File: src/rtl/rdm_pkg.sv
package rdm_pkg;

  localparam int unsigned RD_BYTE_W = 8;

  typedef enum logic [1:0] {
    RK_SDR  = 2'd0,
    RK_HDR  = 2'd1,
    RK_CCC  = 2'd2,
    RK_RSVD = 2'd3
  } rd_kind_e;

  // Decide whether a slot's transfer-type fields accept the request kind.
  function automatic logic kind_accepts(
    input logic                 ccc_sel,
    input logic [RD_BYTE_W-1:0] hdr,
    input logic [RD_BYTE_W-1:0] sdb,
    input rd_kind_e             kind,
    input logic [RD_BYTE_W-1:0] code,
    input logic                 has_db,
    input logic [RD_BYTE_W-1:0] rdb
  );
    logic db_ok;
    db_ok = has_db ? (rdb == sdb) : (sdb == '0);
    if (ccc_sel)
      return (kind == RK_CCC) && (code == hdr) && db_ok;
    else if (hdr == '0)
      return (kind == RK_SDR);
    else
      return (kind == RK_HDR) && (code == hdr);
  endfunction

endpackage

File: src/rtl/rdm_slot_cmp.sv
module rdm_slot_cmp
  import rdm_pkg::*;
#(
  parameter int unsigned ADDR_W = 7
) (
  input  logic                 valid,
  input  logic [ADDR_W-1:0]    s_addr,
  input  logic                 s_ccc_sel,
  input  logic [RD_BYTE_W-1:0] s_hdr,
  input  logic [RD_BYTE_W-1:0] s_db,
  input  logic [ADDR_W-1:0]    r_addr,
  input  rd_kind_e             r_kind,
  input  logic [RD_BYTE_W-1:0] r_code,
  input  logic                 r_has_db,
  input  logic [RD_BYTE_W-1:0] r_db,
  output logic                 hit
);
  logic addr_eq;
  logic type_ok;

  assign addr_eq = (s_addr == r_addr);
  assign type_ok = kind_accepts(s_ccc_sel, s_hdr, s_db, r_kind, r_code, r_has_db, r_db);
  assign hit     = valid && addr_eq && type_ok;
endmodule

File: src/rtl/rdm_first_hit.sv
module rdm_first_hit #(
  parameter int unsigned N     = 4,
  parameter int unsigned IDX_W = 2
) (
  input  logic [N-1:0]     hits,
  output logic             found,
  output logic [IDX_W-1:0] idx
);
  always_comb begin
    found = 1'b0;
    idx   = '0;
    for (int i = N - 1; i >= 0; i--) begin
      if (hits[i]) begin
        found = 1'b1;
        idx   = IDX_W'(i);
      end
    end
  end
endmodule

File: src/rtl/rd_match_top.sv
module rd_match_top
  import rdm_pkg::*;
#(
  parameter int unsigned N_SLOTS = 4,
  parameter int unsigned ADDR_W  = 7,
  localparam int unsigned IDX_W  = (N_SLOTS > 1) ? $clog2(N_SLOTS) : 1,
  localparam int unsigned BW     = RD_BYTE_W
) (
  input  logic                      clk,
  input  logic                      rst_n,
  input  logic                      req_valid,
  input  logic [ADDR_W-1:0]         req_addr,
  input  logic [1:0]                req_kind,
  input  logic [BW-1:0]             req_code,
  input  logic                      req_has_db,
  input  logic [BW-1:0]             req_db,
  input  logic [N_SLOTS-1:0]        slot_valid,
  input  logic [N_SLOTS*ADDR_W-1:0] slot_addr,
  input  logic [N_SLOTS-1:0]        slot_ccc_sel,
  input  logic [N_SLOTS*BW-1:0]     slot_hdr,
  input  logic [N_SLOTS*BW-1:0]     slot_db,
  input  logic [N_SLOTS-1:0]        slot_fifo_empty,
  output logic                      rsp_valid,
  output logic                      rsp_ack,
  output logic [IDX_W-1:0]          rsp_slot,
  output logic                      rsp_no_cmd,
  output logic                      rsp_not_ready
);

  // Named internal events for the checker.
  logic [N_SLOTS-1:0] hit_vec;
  logic               any_hit;
  logic [IDX_W-1:0]   pick_idx;
  logic               pick_empty;

  rd_kind_e kind_in;
  assign kind_in = rd_kind_e'(req_kind);

  for (genvar g = 0; g < N_SLOTS; g++) begin : g_slot
    rdm_slot_cmp #(.ADDR_W(ADDR_W)) u_cmp (
      .valid     (slot_valid[g]),
      .s_addr    (slot_addr[g*ADDR_W +: ADDR_W]),
      .s_ccc_sel (slot_ccc_sel[g]),
      .s_hdr     (slot_hdr[g*BW +: BW]),
      .s_db      (slot_db[g*BW +: BW]),
      .r_addr    (req_addr),
      .r_kind    (kind_in),
      .r_code    (req_code),
      .r_has_db  (req_has_db),
      .r_db      (req_db),
      .hit       (hit_vec[g])
    );
  end

  rdm_first_hit #(.N(N_SLOTS), .IDX_W(IDX_W)) u_pick (
    .hits  (hit_vec),
    .found (any_hit),
    .idx   (pick_idx)
  );

  assign pick_empty = slot_fifo_empty[pick_idx];

  always_ff @(posedge clk or negedge rst_n) begin
    if (!rst_n) begin
      rsp_valid     <= 1'b0;
      rsp_ack       <= 1'b0;
      rsp_slot      <= '0;
      rsp_no_cmd    <= 1'b0;
      rsp_not_ready <= 1'b0;
    end else begin
      rsp_valid     <= req_valid;
      rsp_ack       <= req_valid && any_hit && !pick_empty;
      rsp_not_ready <= req_valid && any_hit && pick_empty;
      rsp_no_cmd    <= req_valid && !any_hit;
      rsp_slot      <= (req_valid && any_hit) ? pick_idx : '0;
    end
  end

endmodule

File: config.mk
export PLATFORM = sky130hd
export DESIGN_NAME = rd_match_top
export DESIGN_NICKNAME = d
export VERILOG_FILES = /design/src/rtl/rdm_pkg.sv /design/src/rtl/rdm_slot_cmp.sv /design/src/rtl/rdm_first_hit.sv /design/src/rtl/rd_match_top.sv
export SDC_FILE = /design/constraint.sdc
export NUM_CORES = 1
export LEC_CHECK = 0
export BUFFER_PORTS_ARGS = -buffer_cell sky130_fd_sc_hd__buf_2
export CAP_MARGIN = 20
export CORE_MARGIN = 2
export CORE_UTILIZATION = 35
export DETAILED_ROUTE_END_ITERATION = 10
export PLACE_DENSITY = 0.75
export SLEW_MARGIN = 15
export SYNTH_ARGS = -nofsm -noshare
export SYNTH_HDL_FRONTEND = slang
export SYNTH_SLANG_ARGS = --single-unit
File: constraint.sdc
create_clock -name clk -period 0.8 [get_ports clk]
set_input_delay 0.12 -clock clk [delete_from_list [all_inputs] [get_ports clk]]
set_output_delay 0.12 -clock clk [all_outputs]
set_load 0.01 [all_outputs]
==> metrics <==
Critical Path RT=0.91 ns; VDD IR max=0.4011 mV; fmax=477.1 MHz; gr usage total=23.51%; outcome=finished, violations left; Max transition margin=68.33%; post-route ant nets=0; fin crit share=262.0%; CP max stage delay=0.55 ns; chip width=75.33 µm; Placed Cells=492; Detailed Route WL=7096 µm; Final Hold Viols=0; kind of end point of the critical path=flip-flop; Worst Max-Slew Pin Slew=0.4706 ns; Synth Cell Area=1780 µm²; failing checks=setup timing; DP HPWL=5934 µm; Layout area overhead=94.38%; Starting Density=36.96%; DRC=0; Mapped Avg Cell Area=8.093 µm²; Top delay family on crit path=simple AND/OR/NAND/NOR gates; core region area=4817 µm²; synth unique cells=37; crit path kind=in2reg; PortBufs=138; CP arrival=2.20 ns; Synth Register Bits=6; fin crit period=2.096 ns; critical path startpoint category=primary input; top-count cell post-synth=xnor2_1; Synth area leaders=xnor2_1 28%, xor2_1 18%, nor4_1 9.5%; first-pass GRT wire length=10,370 µm; maximum level of the CTS H-tree=1; detailed-route vias per instance=5.122; root buf cell=clkbuf_8; CTS tree=done; Lkg Pwr=1.516 nW; Wirelength per Cell=14.16 µm; met1 Use GR=27.11%; Final #Nets=569; antenna violations before repair=0; CTS sink count=6; YS warnings=0; async set-reset flop share out of synthesis=100.0%; Vias=2,566; pwr/cell area=651.2 nW/µm²; most used routing layer=met2; dpl cell area=3107 µm²; router iterations before antenna repair=4; Yosys top cell by area=xnor2_1; Final Non-Filler Cells=501; layout cells sized above 1=57.83%; Congestion Overflow GR=0; Filler cells=410; top post-synthesis cells by count=56 x xnor2_1, 36 x xor2_1, 27 x nor4_1; Mapped Cells=220; routing usage on met2=45.99%; DR iter-0 viols=80; cts bufs inserted=3; critical-path maximum fanout=3; Clk pin slew, worst setup/hold paths=0.04 ns; gpl congestion=0.8486; EDFF count, synth=0; post-route setup slack=-1.296 ns; die height=75.33 µm; Design Area, Final=3461 µm²; Hold Path Class=in2reg; die area=5674 µm²; Main synth FF type=dfrtp_1; syn nets=353; Yosys top cell area share=27.55%; Final Slew Violations=0; Max Cap Viol=0; pin count of the biggest net entering global routing=7; # setup viols final=11; unrepaired setup endpoints after global routing=yes; clock buffer depth=2; vias in the first global route=2,420; Cell Rows=25; GRT met3 Usage=1.852%; Power, Total=2.254 mW; slowest cell on the critical path=or4b_4; worst path bufs/invs=1; # IOs=139; Ant. Diodes=0; crit-path cells=buf_2, nor4_1, and3_1, a31oi_1, or4b_4, a311oi_4, mux2_4, o2bb2ai_2; Seq/Total Area, Yosys=8.433%
==> cells by family (layout without fill, tap and decap cells) <==
family                 Yosys count  in the layout  share of synthesized area, %
XOR/XNOR                        92             92                         45.26
flip-flops                       6              6                         8.433
AO/OA/AOI/OAI                   27             27                         13.00
AND/OR/NAND/NOR                 86             86                         30.01
multiplexers                     3              3                         2.038
buffers and inverters            6            220                         1.265
==> flip-flops by register name, indices dropped and copies added (netlist names) <==
| signal | flops |
|---|---|
| rsp_valid | 1 |
| rsp_no_cmd | 1 |
| rsp_ack | 1 |
| rsp_slot | 2 |
| rsp_not_ready | 1 |
==> final cells by class <==
| class | instances | area [µm²] | share of cell area [%] |
|---|---|---|---|
| multi-input combinational | 208 | 1800 | 52.02 |
| timing repair buffer | 214 | 1374 | 39.70 |
| sequential | 6 | 150.1 | 4.338 |
| tap | 67 | 83.83 | 2.422 |
| clock buffer | 3 | 41.29 | 1.193 |
| inverter | 3 | 11.26 | 0.3254 |
==> through the flow <==
stage / worst slack (ns) / utilization, % / TNS, ns / hold WS, ns
after CTS: -1.266 / 70.16 / -5.486 / 0.05791
after detailed placement: -1.582 / 64.49 / -6.415 / -0.05128
after floorplan: -1.259 / - / -4.185 / -0.1756
after global placement: -1.511 / 64.49 / -6.188 / -0.05700
final: -1.296 / 71.84 / -5.220 / 0.06893
after global routing: -1.402 / 71.84 / -5.938 / 0.06966
==> cells in the final DEF, fill, tap and decap left out, types with 2 or more instances in the layout <==
cell type,netlist,routed
a211o_1,2,2
and2_2,2,2
nor4_1,27,17
nand3_1,5,5
buf_8,0,2
nor2_1,6,6
nor4_2,0,10
and3_1,4,4
buf_2,0,129
xnor2_1,56,56
o31ai_1,6,2
and4_1,2,2
dfrtp_1,6,6
a31oi_2,0,2
o21ai_0,2,2
a31oi_1,6,4
a211oi_1,2,2
nand2b_1,2,2
o31ai_2,0,3
xor2_2,0,5
buf_6,0,16
nand4_1,19,19
nand2_1,8,7
nor3_1,5,4
xor2_1,36,31
nor4_4,2,2
inv_1,3,3
buf_4,0,65
clkbuf_8,0,3
==> final timing paths <==
check / start / end / slack (ns) / cells past startpoint
worst max-delay path: slot_db[28] / rsp_not_ready$_DFF_PN0_ / -1.30 / 8
worst min-delay path: req_valid / rsp_valid$_DFF_PN0_ / 0.07 / 1
max in group asynchronous: rst_n / rsp_no_cmd$_DFF_PN0_ / 0.39 / 2
min in group asynchronous: rst_n / rsp_valid$_DFF_PN0_ / 0.27 / 2
==> routing by layer <==
| metal | share of wire [%] | up-vias |
|---|---|---|
| met5 | 0 | - |
| met1 | 39 | 1186 |
| met3 | 4.8 | 13 |
| met4 | 1.7 | 0 |
| li1 | - | 1268 |
| met2 | 55 | 99 |
==> power by group <==
part	switching, mW	internal [mW]
combinational	0.674	0.823
clock	0.122	0.322
sequential	0.000956	0.310
total	0.798	1.46
==> what timing repair did <==
action	CTS	global route
endpoints found under the setup margin	11	11
pin swaps	14	13
hold buffers	1	0
endpoints found under the hold margin	6	0
setup buffers	7	3
gates resized for setup	34	19
Power figures use the tool's default switching activity.
